**src/rtl/fre_pkg.sv**
```systemverilog
package fre_pkg;
  localparam int LFSR_W = 16;
  localparam int THR_W  = 9;

  typedef enum logic [1:0] {
    FM_FLIP   = 2'd0,
    FM_STUCK1 = 2'd1,
    FM_PASS   = 2'd2,
    FM_RSVD   = 2'd3
  } fault_mode_e;

  // Per-gate starting state, never zero.
  function automatic logic [LFSR_W-1:0] gate_seed(input logic [LFSR_W-1:0] s,
                                                   input int unsigned idx);
    logic [LFSR_W-1:0] v;
    v = s + LFSR_W'(32'h03B1 * (idx + 1));
    if (v == '0) v = 16'hACE1;
    return v;
  endfunction
endpackage

```
**src/rtl/fre_lfsr.sv**
```systemverilog
module fre_lfsr
  import fre_pkg::*;
(
  input  logic              clk,
  input  logic              rst,
  input  logic              load,
  input  logic              step,
  input  logic [LFSR_W-1:0] seed_val,
  output logic [LFSR_W-1:0] state
);
  logic fb;
  assign fb = state[15] ^ state[13] ^ state[12] ^ state[10];

  always_ff @(posedge clk) begin
    if (rst)       state <= 16'h0001;
    else if (load) state <= seed_val;
    else if (step) state <= {state[LFSR_W-2:0], fb};
  end
endmodule

```
**src/rtl/fre_fault_cell.sv**
```systemverilog
module fre_fault_cell
  import fre_pkg::*;
(
  input  logic        a,
  input  logic        b,
  input  logic        ok,
  input  fault_mode_e mode,
  output logic        y
);
  logic nand_y;
  assign nand_y = ~(a & b);

  always_comb begin
    unique case (mode)
      FM_STUCK1: y = ~(a & b & ok);
      FM_PASS:   y = ok ? nand_y : a;
      default:   y = nand_y ^ ~ok;
    endcase
  end
endmodule

```
**src/rtl/fre_nand_tree.sv**
```systemverilog
module fre_nand_tree
  import fre_pkg::*;
#(
  parameter int DEPTH = 2,
  localparam int N_IN = 1 << DEPTH,
  localparam int NG   = N_IN - 1
)(
  input  logic [N_IN-1:0] x,
  input  logic [NG-1:0]   ok,
  input  fault_mode_e     mode,
  output logic            y
);
  logic nd [2*N_IN-1];

  for (genvar i = 0; i < N_IN; i++) begin : g_leaf
    assign nd[NG+i] = x[i];
  end

  for (genvar j = 0; j < NG; j++) begin : g_gate
    fre_fault_cell u_cell (
      .a    (nd[2*j+1]),
      .b    (nd[2*j+2]),
      .ok   (ok[j]),
      .mode (mode),
      .y    (nd[j])
    );
  end

  assign y = nd[0];
endmodule

```
**src/rtl/fault_rel_est.sv**
```systemverilog
module fault_rel_est
  import fre_pkg::*;
#(
  parameter int DEPTH = 2,
  parameter int CNT_W = 16,
  localparam int N_IN = 1 << DEPTH,
  localparam int NG   = N_IN - 1
)(
  input  logic             clk,
  input  logic             rst,
  input  logic             start,
  input  logic [N_IN-1:0]  pi_vec,
  input  logic [1:0]       fault_mode,
  input  logic [THR_W-1:0] fail_thr,
  input  logic [CNT_W-1:0] trial_cnt,
  input  logic [LFSR_W-1:0] seed,
  output logic             done,
  output logic [CNT_W-1:0] pass_cnt,
  output logic [CNT_W-1:0] total_cnt
);
  logic              busy_q, done_q;
  logic [CNT_W-1:0]  left_q, total_q, pass_q;
  logic [N_IN-1:0]   x_q;
  fault_mode_e       mode_q;
  logic [THR_W-1:0]  thr_q;
  logic [NG-1:0]     ok_bits;
  logic              faulty_y, ideal_y, match;
  logic              step;

  assign step = busy_q & ~start;

  for (genvar j = 0; j < NG; j++) begin : g_ctl
    logic [LFSR_W-1:0] st;
    fre_lfsr u_lfsr (
      .clk      (clk),
      .rst      (rst),
      .load     (start),
      .step     (step),
      .seed_val (gate_seed(seed, j)),
      .state    (st)
    );
    assign ok_bits[j] = ~({1'b0, st[7:0]} < thr_q);
  end

  fre_nand_tree #(.DEPTH(DEPTH)) u_faulty (
    .x(x_q), .ok(ok_bits), .mode(mode_q), .y(faulty_y)
  );

  fre_nand_tree #(.DEPTH(DEPTH)) u_ideal (
    .x(x_q), .ok({NG{1'b1}}), .mode(FM_FLIP), .y(ideal_y)
  );

  assign match = ~(faulty_y ^ ideal_y);

  always_ff @(posedge clk) begin
    if (rst) begin
      busy_q  <= 1'b0;
      done_q  <= 1'b0;
      left_q  <= '0;
      total_q <= '0;
      pass_q  <= '0;
      x_q     <= '0;
      mode_q  <= FM_FLIP;
      thr_q   <= '0;
    end else if (start) begin
      x_q     <= pi_vec;
      mode_q  <= fault_mode_e'(fault_mode);
      thr_q   <= fail_thr;
      left_q  <= trial_cnt;
      total_q <= '0;
      pass_q  <= '0;
      busy_q  <= (trial_cnt != '0);
      done_q  <= (trial_cnt == '0);
    end else if (busy_q) begin
      total_q <= total_q + 1'b1;
      pass_q  <= pass_q + CNT_W'(match);
      left_q  <= left_q - 1'b1;
      if (left_q == CNT_W'(1)) begin
        busy_q <= 1'b0;
        done_q <= 1'b1;
      end else begin
        done_q <= 1'b0;
      end
    end else begin
      done_q <= 1'b0;
    end
  end

  assign done      = done_q;
  assign pass_cnt  = pass_q;
  assign total_cnt = total_q;

  a_r2_done_pulse: assert property (@(posedge clk) disable iff (rst)
    done_q && !start |=> !done_q);

  a_r2_count_step: assert property (@(posedge clk) disable iff (rst)
    busy_q && !start |=> total_q == $past(total_q) + 1'b1);

  a_r2_hold_idle: assert property (@(posedge clk) disable iff (rst)
    !busy_q && !start |=> $stable(total_q) && $stable(pass_q));

  a_r8_pass_bound: assert property (@(posedge clk) disable iff (rst)
    pass_q <= total_q);

  a_r9_thr_zero: assert property (@(posedge clk) disable iff (rst)
    busy_q && thr_q == '0 |-> match);

  a_r6_stuck_all: assert property (@(posedge clk) disable iff (rst)
    busy_q && mode_q == FM_STUCK1 && thr_q == 9'd256 |-> faulty_y);
endmodule

```
**config.mk**
```make
export PLATFORM = sky130hd
export DESIGN_NAME = fault_rel_est
export DESIGN_NICKNAME = d
export VERILOG_FILES = /design/src/rtl/fre_pkg.sv /design/src/rtl/fre_lfsr.sv /design/src/rtl/fre_fault_cell.sv /design/src/rtl/fre_nand_tree.sv /design/src/rtl/fault_rel_est.sv
export SDC_FILE = /design/constraint.sdc
export NUM_CORES = 1
export LEC_CHECK = 0
export BUFFER_PORTS_ARGS = -buffer_cell sky130_fd_sc_hd__buf_2
export CORE_UTILIZATION = 40
export DETAILED_ROUTE_END_ITERATION = 8
export SKIP_CTS_REPAIR_TIMING = 1
export SLEW_MARGIN = 40
export SYNTH_ARGS = -nofsm -noshare
export SYNTH_HDL_FRONTEND = slang
export SYNTH_SLANG_ARGS = --single-unit
```
**constraint.sdc**
```tcl
create_clock -name clk -period 7.35 [get_ports clk]
set_clock_uncertainty 0.05 [all_clocks]
set_input_delay 1.1025 -clock clk [delete_from_list [all_inputs] [get_ports clk]]
set_output_delay 1.1025 -clock clk [all_outputs]
set_load 0.005 [all_outputs]
```
* Yosys cells after proc, flatten, opt, wreduce, memory -nomap -nowiden
Index checks and enable logic that the tools add are counted.
Operators by class: bitwise operators 33, reduce and logical (&&, ||, !) cells 8, muxes and demuxes 23, order comparisons 3, equal/unequal tests 3, $add $sub $neg 6
Operators by type and width (number):
- $mux 16 | 11
- $logic_not 16->1 | 4
- $lt 8x9->1 | 3
- $add 16x1->16 | 1
- $add 16x1->16 const B | 1
- $add 16x10->16 const B | 1
- $add 16x11->16 const B | 1
- $add 16x12->16 const B | 1
- $eq 16x1->1 const B | 1
- $reduce_bool 16->1 | 1
- $sub 16x1->16 const B | 1
- $xor 1x1->1 | 13
- $not 1->1 | 12
- $mux 1 | 9
- $and 1x1->1 | 8
- $pmux 1 s2 | 3
- $reduce_bool 2->1 | 2
- $eq 2x1->1 const B | 1
- $eq 2x2->1 const B | 1
- $reduce_or 2->1 | 1
Storage, ports and cells: bits in registers 113

* Depth between registers and ports, before layout
Gate-level depths: netlist (run 1).
depth in word-level cells 12, gate-level depth with buffers 25

* Cells and area by module
From an unflattened synthesis (run 1), not the netlist that was laid out.
Unflattened totals: cells, all modules 906, area total of the unflattened synthesis 7936.4 µm²
Modules (own cells, without submodules):
- fault_rel_est | cells each 612, area each 4858.4 µm², instances 1
- fre_lfsr | cells each 74, area each 833.3 µm², instances 3
- fre_fault_cell | cells each 12, area each 96.3 µm², instances 6

* Least setup slack after synthesis (run 1)
Ideal clock, no wire load.
path type reg-to-reg, start register thr_q[4], end register pass_q[14], in the netlist pass_cnt[14], buffers on the path 0, library setup time 0.128 ns, stages on the path, launching flop included 25, data arrival time 4.000 ns, setup slack 3.173 ns, path through dfxtp_1 -> inv_1 -> ha_1 -> a211oi_1 -> o21ai_0 -> a21o_1 -> ha_1 -> inv_1 -> a21o_1 -> a2bb2oi_1 -> nand4_1 -> a31oi_1 -> ha_1 -> nand2_1 -> a21oi_1 -> a31o_2 -> or3b_2 -> ha_1 -> ha_1 -> nand3_1 -> nor2_1 -> and3_1 -> nand4_1 -> xor2_1 -> nor2_1
On the way: word-level cells in the longest chain between the ends 12, elaborated cells between the ends (all ways) 26, classes of those cells add/sub (1); order compare (3); mux (6); bitwise (16)
RTL lines:
- from (decl) | RTL line fault_rel_est.sv:25 | logic [THR_W-1:0] thr_q;
- from (signal assigned) | RTL line fault_rel_est.sv:68 | thr_q <= fail_thr;
- $lt 8x9->1 | RTL line fault_rel_est.sv:42 | assign ok_bits[j] = ~({1'b0, st[7:0]} < thr_q);
- $not 1->1 | RTL line fault_rel_est.sv:42
- $and 1x1->1 | RTL line fre_fault_cell.sv:15 | FM_STUCK1: y = ~(a & b & ok);
- $not 1->1 | RTL line fre_fault_cell.sv:15
- $pmux 1 s2 | RTL line fre_fault_cell.sv:14 | unique case (mode)
- $and 1x1->1 | RTL line fre_fault_cell.sv:11, fre_fault_cell.sv:15
- $not 1->1 or $and 1x1->1 (tied branches) | RTL line fre_fault_cell.sv:11, fre_fault_cell.sv:15
- $xor 1x1->1 (tied with other cells) | RTL line fre_fault_cell.sv:17 | default: y = nand_y ^ ~ok;
- $pmux 1 s2 (*) | RTL line fre_fault_cell.sv:14
- $xor 1x1->1 (*) | RTL line fault_rel_est.sv:53 | assign match = ~(faulty_y ^ ideal_y);
- $not 1->1 (*) | RTL line fault_rel_est.sv:53
- $add 16x1->16 (*) | RTL line fault_rel_est.sv:76 | pass_q <= pass_q + CNT_W'(match);
- to (signal assigned) | RTL line fault_rel_est.sv:76
- to (decl) | RTL line fault_rel_est.sv:22 | logic [CNT_W-1:0] left_q, total_q, pass_q;
Mark *: on every way between the ends. The rest lies on a longest branch, timed or not. A chain may end at the register's enable or synchronous reset.

* Worst setup path in the final report (run 1)
start register thr_q[1], end register pass_q[14], in the netlist pass_cnt[14]
Same word-level chain as after synthesis.

==> results of run 1 <==
## flip-flops by register name, indices dropped and copies added, names as in the netlist
register,flops
left_q,16
busy_q,1
g_ctl.u_lfsr.state,48
mode_q,2
x_q,4
pass_cnt,16
thr_q,9
done,1
total_cnt,16
## report_power, final
| group | internal [µW] | switching [µW] |
|---|---|---|
| clock network | 576 | 289 |
| logic | 132 | 173 |
| registers | 648 | 35.1 |
## metal layers
layer | vias up | track usage | wire length [µm]
met5 | - | 0 | 0
met4 | 0 | 0.0874 | 321
met3 | 17 | 0.0314 | 684
met2 | 142 | 0.311 | 7750
met1 | 2889 | 0.277 | 8880
li1 | 3197 | - | -
## final cells by class
class                           count  share of cell area
Sequential cell                   113               0.275
Tap cell                          225              0.0342
Inverter                           33              0.0150
Timing Repair Buffer               86              0.0544
Clock buffer                       23              0.0605
Multi-Input combinational cell    654               0.545
Clock inverter                      9              0.0155
## how the worst max path moves through the flow
stage	from	end	slack (ps)	depth (start not counted)
after floorplan	thr_q[4]	pass_cnt[14]	3170	24
after global placement	thr_q[1]	pass_cnt[14]	2840	23
after detailed placement	thr_q[1]	pass_cnt[14]	2790	23
after CTS	thr_q[1]	pass_cnt[14]	2770	23
after global routing	thr_q[1]	pass_cnt[14]	2360	23
final	thr_q[1]	pass_cnt[14]	2840	23
## kinds of logic (layout without fill, tap and decap cells)
kind of cell	after synthesis	count (layout)	synth area share
compound gates	188	188	0.187
xor+xnor	75	75	0.0924
fa+ha+maj	38	38	0.0669
buf+inv	87	151	0.0510
flops	113	113	0.318
mux	50	50	0.0705
simple gates	303	303	0.214
## stage by stage
stage | area, µm² | power (µW) | setup slack [ps] | util
2_1_floorplan | 7110 | 921 | 3170 | -
3_3_place_gp | 7600 | 997 | 2840 | 0.438
3_5_place_dp | 7600 | 1000 | 2790 | 0.438
4_1_cts | 8230 | 1870 | 2770 | 0.474
5_1_grt | 8230 | 1940 | 2360 | 0.474
6_report | 8230 | 1850 | 2840 | 0.474
## worst min-delay path, delay by kind of cell (launching register included)
kind	cells	cell delay, ps
AO/OA/AOI/OAI	2	130
flip-flops	1	310
## cells in the final DEF, fill, tap and decap left out, types with 5 or more instances in the layout
cell type,count
dfxtp_1,112
clkbuf_8,5
nand4_1,15
nand2_1,41
nor2b_1,19
and2_1,5
xnor2_1,45
clkbuf_16,17
a21oi_1,46
a221oi_1,7
a211oi_1,35
nor4_1,13
or3_1,13
inv_1,31
o22ai_1,9
and3_1,5
o21ai_0,27
nand3_1,33
a21o_1,7
mux2i_1,49
nor2_1,110
a311oi_1,15
buf_2,82
nand2b_1,10
a31oi_1,5
ha_1,38
and4_1,7
xor2_1,30
nor3_1,11
==> impl_metrics.env, run 1 <==
export IMPL_finalCritPeriodShare=0.613
export IMPL_critPathRequiredTime_ps=7590
export IMPL_worstPathArrival_ps=4750
export IMPL_dpl_hpwl_mm=12.5
export IMPL_fillerInstances=1718
export IMPL_worstSkewPairLatency_ps=420
export IMPL_drt_iter0_drc=324
export IMPL_gp_congestion=0.847
export IMPL_multi_input_area_um2=4490
export IMPL_overflow=0
export IMPL_cts_tree="done"
export IMPL_synthDistinctLibCells=74
export IMPL_setup_tns_ps=0
export IMPL_start_util=0.410
export IMPL_path_cells="inv_1 -> ha_1 -> a2111oi_0 -> o211ai_1 -> and2_1 -> ha_1 -> nand2_1 -> nand2_1 -> nand4_1 -> a31oi_1 -> ha_1 -> nand2_1 -> a21oi_1 -> a31o_2 -> or3b_2 -> ha_1 -> ha_1 -> nand3_1 -> nor2_1 -> and3_1 -> nand4_1 -> xor2_1 -> nor2_1"
export IMPL_synth_edff_count=0
export IMPL_hp_class="reg -> reg"
export IMPL_firstDrtPassIters=4
export IMPL_cap_violations=0
export IMPL_fin_nets=993
export IMPL_ys_top_cells_by_count="113 x dfxtp_1, 110 x nor2_1, 49 x mux2i_1"
export IMPL_die_y_um=135
export IMPL_wl_per_cell_um=15.4
export IMPL_async_flop_share=0
export IMPL_slew_headroom=0.534
export IMPL_via_per_inst=5.46
export IMPL_timing_fmax_ghz=0.222
export IMPL_place_inst=1111
export IMPL_rrSetupSlack_ps=2840
export IMPL_synth_top_area_cell="dfxtp_1"
export IMPL_cp_slowest_stage_delay_ps=480
export IMPL_synth_main_ff_cell="dfxtp_1"
export IMPL_holdPathStages=2
export IMPL_critPathTopFamily="simple AND/OR/NAND/NOR gates"
export IMPL_ioPinCount=83
export IMPL_yosysTopAreaCellShare=0.318
export IMPL_yosysSeqAreaShare=0.318
export IMPL_rows=48
export IMPL_clockBufferDepth=2
export IMPL_num_vias=6245
export IMPL_io_buffers=82
export IMPL_slew_viol_final=0
export IMPL_p_per_area_nw_per_um2=225
export IMPL_cpMostUsedCell="ha_1"
export IMPL_synthCells=854
export IMPL_crit_path_top_delay_cell="or3b_2"
export IMPL_coreArea_um2=17400
export IMPL_grtUsageTotal=0.202
export IMPL_setup_viol=0
export IMPL_reg2reg_to="pass_cnt[14]"
export IMPL_clock_sinks=113
export IMPL_path_clk_slew_ps=50
export IMPL_rr_worst_depth=23
export IMPL_startpoint_type="flop"
export IMPL_cts_buffers=17
export IMPL_ir_drop_v=0.000198
export IMPL_diodes=0
export IMPL_path_class="reg -> reg"
export IMPL_finalWirelength_mm=17.6
export IMPL_finalCriticalPeriod_ps=4510
export IMPL_reg2reg_from="thr_q[1]"
export IMPL_grt_pass1_wl_mm=29.1
export IMPL_synth_nets=942
export IMPL_yosys_top_cells_area="dfxtp_1 32%, mux2i_1 6.9%, ha_1 6.7%"
export IMPL_avgSynthCellArea_um2=8.33
export IMPL_drive_gt1_frac=0.150
export IMPL_hold_violations=0
export IMPL_rsz0062_at_grt="false"
export IMPL_area_delta_synth_final_pct=15.8
export IMPL_antenna_found_initial=0
export IMPL_instances_no_fill=1143
export IMPL_fp_dieArea_um2=18300
export IMPL_ant_nets=0
export IMPL_post_route_drc_count=0
export IMPL_cp_num_buf_inv=1
export IMPL_h_tree_depth=4
export IMPL_p_leak_uw=0.00328
export IMPL_worst_hold_slack_ps=437
export IMPL_fp_dieW_um=135
export IMPL_hp_start="pass_cnt[15]"
export IMPL_synth_warnings=0
export IMPL_min_to="pass_cnt[15]"
export IMPL_synthMostInstantiatedCell="dfxtp_1"
export IMPL_grt_pass1_vias=5681
export IMPL_synth_seq_cells=113
export IMPL_seq_area_um2=2270
export IMPL_path_max_fanout=4
export IMPL_tightestPinTransition_ps=690
export IMPL_cp_end_kind="flop"
export IMPL_grt_max_degree=82
export IMPL_outcome="complete, no violations"
export IMPL_cts_root_buf="clkbuf_16"
export IMPL_synth_area_um2=7110
No activity file was read; power rests on OpenSTA's default activity.
==> run 2, diff against run 1 <==
==> constraint.sdc (replaced) <==
create_clock -name clk -period 4.6 [get_ports clk]
set_clock_uncertainty 0.05 [all_clocks]
set_input_delay 0.69 -clock clk [delete_from_list [all_inputs] [get_ports clk]]
set_output_delay 0.69 -clock clk [all_outputs]
set_load 0.005 [all_outputs]
==> run 2 against run 1 <==
Compared with the run above:
- sequential power rose by 60%
- die area did not move
- sequential cell count did not move
- clock power rose by 57%
- first-iteration DRC count rose by 6.2%
- critical path depth rose by 1
- critical path type unchanged
==> impl_metrics.env, run 2 (same netlist as run 1, synthesis figures left out) <==
export IMPL_rr_worst_depth=24
export IMPL_slew_headroom=0.455
export IMPL_tightestPinTransition_ps=817
export IMPL_cts_root_buf="clkbuf_16"
export IMPL_via_per_inst=5.44
export IMPL_final_cell_mix="111 x dfxtp_1, 110 x nor2_1, 82 x buf_2"
export IMPL_fin_nets=996
export IMPL_layout_commonest_cell="dfxtp_1"
export IMPL_path_class="reg -> reg"
export IMPL_finalCritPeriodShare=0.925
export IMPL_hp_start="pass_cnt[15]"
export IMPL_clockBufferDepth=2
export IMPL_path_clk_slew_ps=60
export IMPL_p_switching_uw=804
export IMPL_drive_gt1_frac=0.174
export IMPL_path_cells="inv_1 -> ha_1 -> nand4b_1 -> a21oi_2 -> a21o_1 -> ha_1 -> inv_1 -> a21o_1 -> a2111o_1 -> nand4_1 -> a31oi_1 -> ha_1 -> nand2_1 -> a21oi_1 -> a31o_2 -> or3b_4 -> ha_2 -> ha_2 -> nand3_1 -> nor2_1 -> and3_1 -> nand4_1 -> xor2_1 -> nor2_1"
export IMPL_die_y_um=135
export IMPL_reg2reg_to="pass_cnt[14]"
export IMPL_ir_drop_v=0.000252
export IMPL_worst_hold_slack_ps=431
export IMPL_cpMostUsedCell="ha_1"
export IMPL_critPathRequiredTime_ps=4830
export IMPL_overflow=0
export IMPL_outcome="complete, no violations"
export IMPL_post_route_drc_count=0
export IMPL_io_buffers=82
export IMPL_finalWirelength_mm=17.8
export IMPL_grt_max_degree=74
export IMPL_num_vias=6234
export IMPL_cp_num_buf_inv=2
export IMPL_slew_viol_final=0
export IMPL_finalCriticalPeriod_ps=4260
export IMPL_firstDrtPassIters=4
export IMPL_power_frac_clock=0.457
export IMPL_ioPinCount=83
export IMPL_rsz0062_at_grt="false"
export IMPL_fp_dieW_um=135
export IMPL_h_tree_depth=4
export IMPL_top_register="g_ctl.u_lfsr.state"
export IMPL_setup_tns_ps=0
export IMPL_rows=48
export IMPL_fp_dieArea_um2=18300
export IMPL_switching_share=0.270
export IMPL_start_util=0.410
export IMPL_drt_iter0_drc=344
export IMPL_cap_violations=0
export IMPL_wl_per_cell_um=15.5
export IMPL_ant_nets=0
export IMPL_dpl_hpwl_mm=12.8
export IMPL_hp_class="reg -> reg"
export IMPL_critPathTopFamily="compound AO/OA/AOI/OAI gates"
export IMPL_pre_cts_ws_ps=38.9
export IMPL_p_per_area_nw_per_um2=356
export IMPL_reg2reg_from="thr_q[5]"
export IMPL_grt_pass1_vias=5825
export IMPL_timing_fmax_ghz=0.235
export IMPL_seqPwrFrac=0.365
export IMPL_cts_tree="done"
export IMPL_holdPathStages=2
export IMPL_worstSkewPairLatency_ps=420
export IMPL_diodes=0
export IMPL_largest_reg_flops=48
export IMPL_hold_violations=0
export IMPL_p_leak_uw=0.00331
export IMPL_cp_end_kind="flop"
export IMPL_gp_congestion=0.870
export IMPL_cp_slowest_stage_delay_ps=410
export IMPL_cts_buffers=17
export IMPL_crit_path_top_delay_cell="a2111o_1"
export IMPL_fin_total_pwr_uw=2980
export IMPL_grtUsageTotal=0.202
export IMPL_path_max_fanout=4
export IMPL_startpoint="thr_q[5]"
export IMPL_combinationalPowerShare=0.177
export IMPL_p_int_uw=2170
export IMPL_min_to="pass_cnt[15]"
export IMPL_worstPathArrival_ps=4490
export IMPL_rrSetupSlack_ps=340
export IMPL_worst_slack_ps=343
export IMPL_grt_pass1_wl_mm=29.2
export IMPL_antenna_found_initial=0
export IMPL_startpoint_type="flop"
export IMPL_coreArea_um2=17400
export IMPL_setup_viol=0
export IMPL_clock_sinks=113
export IMPL_area_delta_synth_final_pct=17.6
## run 2: power by group through the flow
stage	clock [µW]	combinational [µW]	sequential (µW)
6_report	1360	528	1090
5_1_grt	1430	594	1100
4_1_cts	1390	498	1090
3_5_place_dp	0	494	1110
3_3_place_gp	0	492	1100
2_1_floorplan	0	384	1090
## run 2: how the worst max path moves through the flow
stage,endpoint,cells past startpoint
global route,pass_cnt[12],24
CTS,pass_cnt[14],23
global placement,pass_cnt[14],23
detailed placement,pass_cnt[14],23
floorplan,pass_cnt[14],24
finish,pass_cnt[14],24
## run 2: per-layer routing
| layer | routed length [µm] | part of all wire | track usage | vias to the layer above |
|---|---|---|---|---|
| met5 | 0 | 0 | 0 | - |
| met4 | 340 | 0.019 | 0.0855 | 0 |
| met3 | 734 | 0.041 | 0.0382 | 24 |
| met2 | 7850 | 0.44 | 0.314 | 148 |
| met1 | 8880 | 0.50 | 0.273 | 2860 |
| li1 | - | - | - | 3202 |
## run 2: layout make-up
| type | instances | area, µm² |
|---|---|---|
| inverter | 33 | 124 |
| sequential | 113 | 2270 |
| clock buffer | 22 | 484 |
| fill | 1681 | 8990 |
| multi-input combinational | 654 | 4610 |
| tap | 225 | 282 |
| clock inverter | 10 | 131 |
| timing repair buffer | 89 | 467 |
## run 2: per-stage QoR
step | utilization | instance area, µm² | instances
5_1_grt | 0.482 | 8360 | 1146
4_1_cts | 0.474 | 8220 | 1144
6_report | 0.482 | 8360 | 1146
3_3_place_gp | 0.438 | 7610 | 1112
2_1_floorplan | - | 7110 | 854
3_5_place_dp | 0.438 | 7610 | 1112
## run 2: worst min-delay path, stage by stage (launching register included)
cell     delay, ps
dfxtp_1        310
o21ai_0         70
a21oi_1         60
==> run 3, diff against run 2 <==
==> constraint.sdc (replaced) <==
create_clock -name clk -period 4.6 [get_ports clk]
set_clock_uncertainty 0.05 [all_clocks]
set_input_delay 0.23 -clock clk [delete_from_list [all_inputs] [get_ports clk]]
set_output_delay 0.23 -clock clk [all_outputs]
set_load 0.005 [all_outputs]
==> run 3 against run 2 <==
Compared with the run above:
- the run now ends with hold timing left
- core utilization is 0.065 points lower
- clock-buffer cell count is 5 lower
- non-clock buffer count is 1 higher
- sequential share of layout area hardly changed
- combinational power is 1% lower
- critical path depth is 4 lower
- via count hardly changed
- die area stayed put
- largest cell class unchanged
- largest power group unchanged
==> impl_metrics.env, run 3 (same netlist as run 1, synthesis figures left out) <==
export IMPL_drt_iter0_drc=342
export IMPL_post_route_drc_count=0
export IMPL_use_met3=0.0355
export IMPL_antenna_found_initial=0
export IMPL_fp_dieW_um=135
export IMPL_rows=48
export IMPL_p_per_area_nw_per_um2=360
export IMPL_via_per_inst=5.44
export IMPL_min_to="thr_q[5]"
export IMPL_reg2reg_to="pass_cnt[14]"
export IMPL_ant_nets=0
export IMPL_fp_dieArea_um2=18300
export IMPL_reg2reg_from="thr_q[4]"
export IMPL_violations="hold timing"
export IMPL_clockBufferDepth=2
export IMPL_grt_pass1_vias=5905
export IMPL_h_tree_depth=4
export IMPL_area_delta_synth_final_pct=17.4
export IMPL_wl_per_cell_um=15.7
export IMPL_path_class="reg -> reg"
export IMPL_cap_violations=0
export IMPL_gp_congestion=0.873
export IMPL_finalCritPeriodShare=0.934
export IMPL_grt_max_degree=74
export IMPL_cp_end_kind="flop"
export IMPL_holdPathStages=3
export IMPL_p_leak_uw=0.00329
export IMPL_finalCriticalPeriod_ps=4300
export IMPL_cts_root_buf="clkbuf_16"
export IMPL_startpoint="thr_q[4]"
export IMPL_hp_start="fail_thr[5]"
export IMPL_start_util=0.410
export IMPL_rr_worst_depth=20
export IMPL_top_usage_layer="met2"
export IMPL_fin_total_pwr_uw=3000
export IMPL_setup_tns_ps=0
export IMPL_hp_class="in -> reg"
export IMPL_dpl_hpwl_mm=12.7
export IMPL_startpoint_type="flop"
export IMPL_top_register="g_ctl.u_lfsr.state"
export IMPL_rrSetupSlack_ps=300
export IMPL_drive_gt1_frac=0.170
export IMPL_met2_usage=0.318
export IMPL_worstSkewPairLatency_ps=420
export IMPL_overflow=0
export IMPL_rsz0062_at_grt="false"
export IMPL_cts_buffers=17
export IMPL_timing_fmax_ghz=0.233
export IMPL_layout_commonest_cell="dfxtp_1"
export IMPL_gr_usage_met1=0.274
export IMPL_finalWirelength_mm=18.1
export IMPL_num_vias=6237
export IMPL_critPathRequiredTime_ps=4830
export IMPL_ir_drop_v=0.000284
export IMPL_tightestPinTransition_ps=839
export IMPL_slew_viol_final=0
export IMPL_path_clk_slew_ps=60
export IMPL_final_cell_mix="111 x dfxtp_1, 109 x nor2_1, 81 x buf_2"
export IMPL_die_y_um=135
export IMPL_fin_nets=997
export IMPL_outcome="finished with violations"
export IMPL_worstPathArrival_ps=4530
export IMPL_io_buffers=82
export IMPL_coreArea_um2=17400
export IMPL_slew_headroom=0.440
export IMPL_largest_reg_flops=48
export IMPL_path_max_fanout=4
export IMPL_worst_hold_slack_ps=-0.787
export IMPL_ioPinCount=83
export IMPL_grtUsageTotal=0.205
export IMPL_grt_pass1_wl_mm=29.6
export IMPL_clock_sinks=113
export IMPL_setup_viol=0
export IMPL_firstDrtPassIters=6
export IMPL_cts_tree="done"
export IMPL_diodes=0
export IMPL_hold_violations=1
==> run 3: changes by cell type in the layout (fill, tap and decap cells not counted), moves of 2 or more <==
| cell | change |
|---|---|
| buf_4 | +2 |
| a21oi_2 | -2 |
| clkbuf_8 | -4 |
| clkinvlp_4 | +4 |
| a21oi_1 | +2 |
==> run 3: per-stage QoR <==
stage          cells  hold slack (ps)  instance area, µm²   util  worst slack (ps)
2_1_floorplan    854              323                7110      -               423
3_3_place_gp    1111              415                7600  0.438              98.3
3_5_place_dp    1111              425                7600  0.438               103
4_1_cts         1143            -12.1                8220  0.473              75.0
5_1_grt         1147             3.50                8350  0.481              27.5
6_report        1147           -0.787                8350  0.481               302
==> run 3: worst max-delay path, stage by stage, from the launching register on <==
cell and delay, ps:
dfxtp_1 320, inv_1 100, ha_1 320, a21o_1 180, a2111oi_0 600, o21ai_0 330
nand2_1 160, inv_1 50, ha_1 300, nand2_1 80, a21oi_1 80, a31o_2 230
or3b_4 400, ha_2 180, ha_2 170, nand3_1 90, nor2_2 60, and3_1 170
nand4_1 100, xor2_1 140, nor2_1 50
==> run 3: cell type report <==
cell class	instances	area (µm²)
Timing Repair Buffer	90	475
Inverter	33	124
Clock inverter	15	191
Sequential cell	113	2270
Tap cell	225	282
Multi-Input combinational cell	654	4590
Fill cell	1712	9010
Clock buffer	17	425
==> run 3: how the worst max path moves through the flow <==
stage / to / cells past startpoint / slack, ps
finish: pass_cnt[14] / 20 / 300
global route: pass_cnt[13] / 22 / 30
CTS: pass_cnt[14] / 24 / 70
detailed placement: pass_cnt[14] / 23 / 100
global placement: pass_cnt[14] / 23 / 100
floorplan: pass_cnt[14] / 24 / 420
==> run 3: power by group <==
group          total, µW  switching (µW)  leakage, µW  internal (µW)
registers           1090            56.8     0.000930           1040
logic                521             289      0.00207            232
clock network       1390             489     0.000291            900
==> run 3: routing by layer <==
| layer | routed length (µm) | vias to the layer above |
|---|---|---|
| met5 | 0 | - |
| met4 | 526 | 0 |
| met3 | 715 | 33 |
| met2 | 7850 | 133 |
| met1 | 8970 | 2881 |
| li1 | - | 3190 |
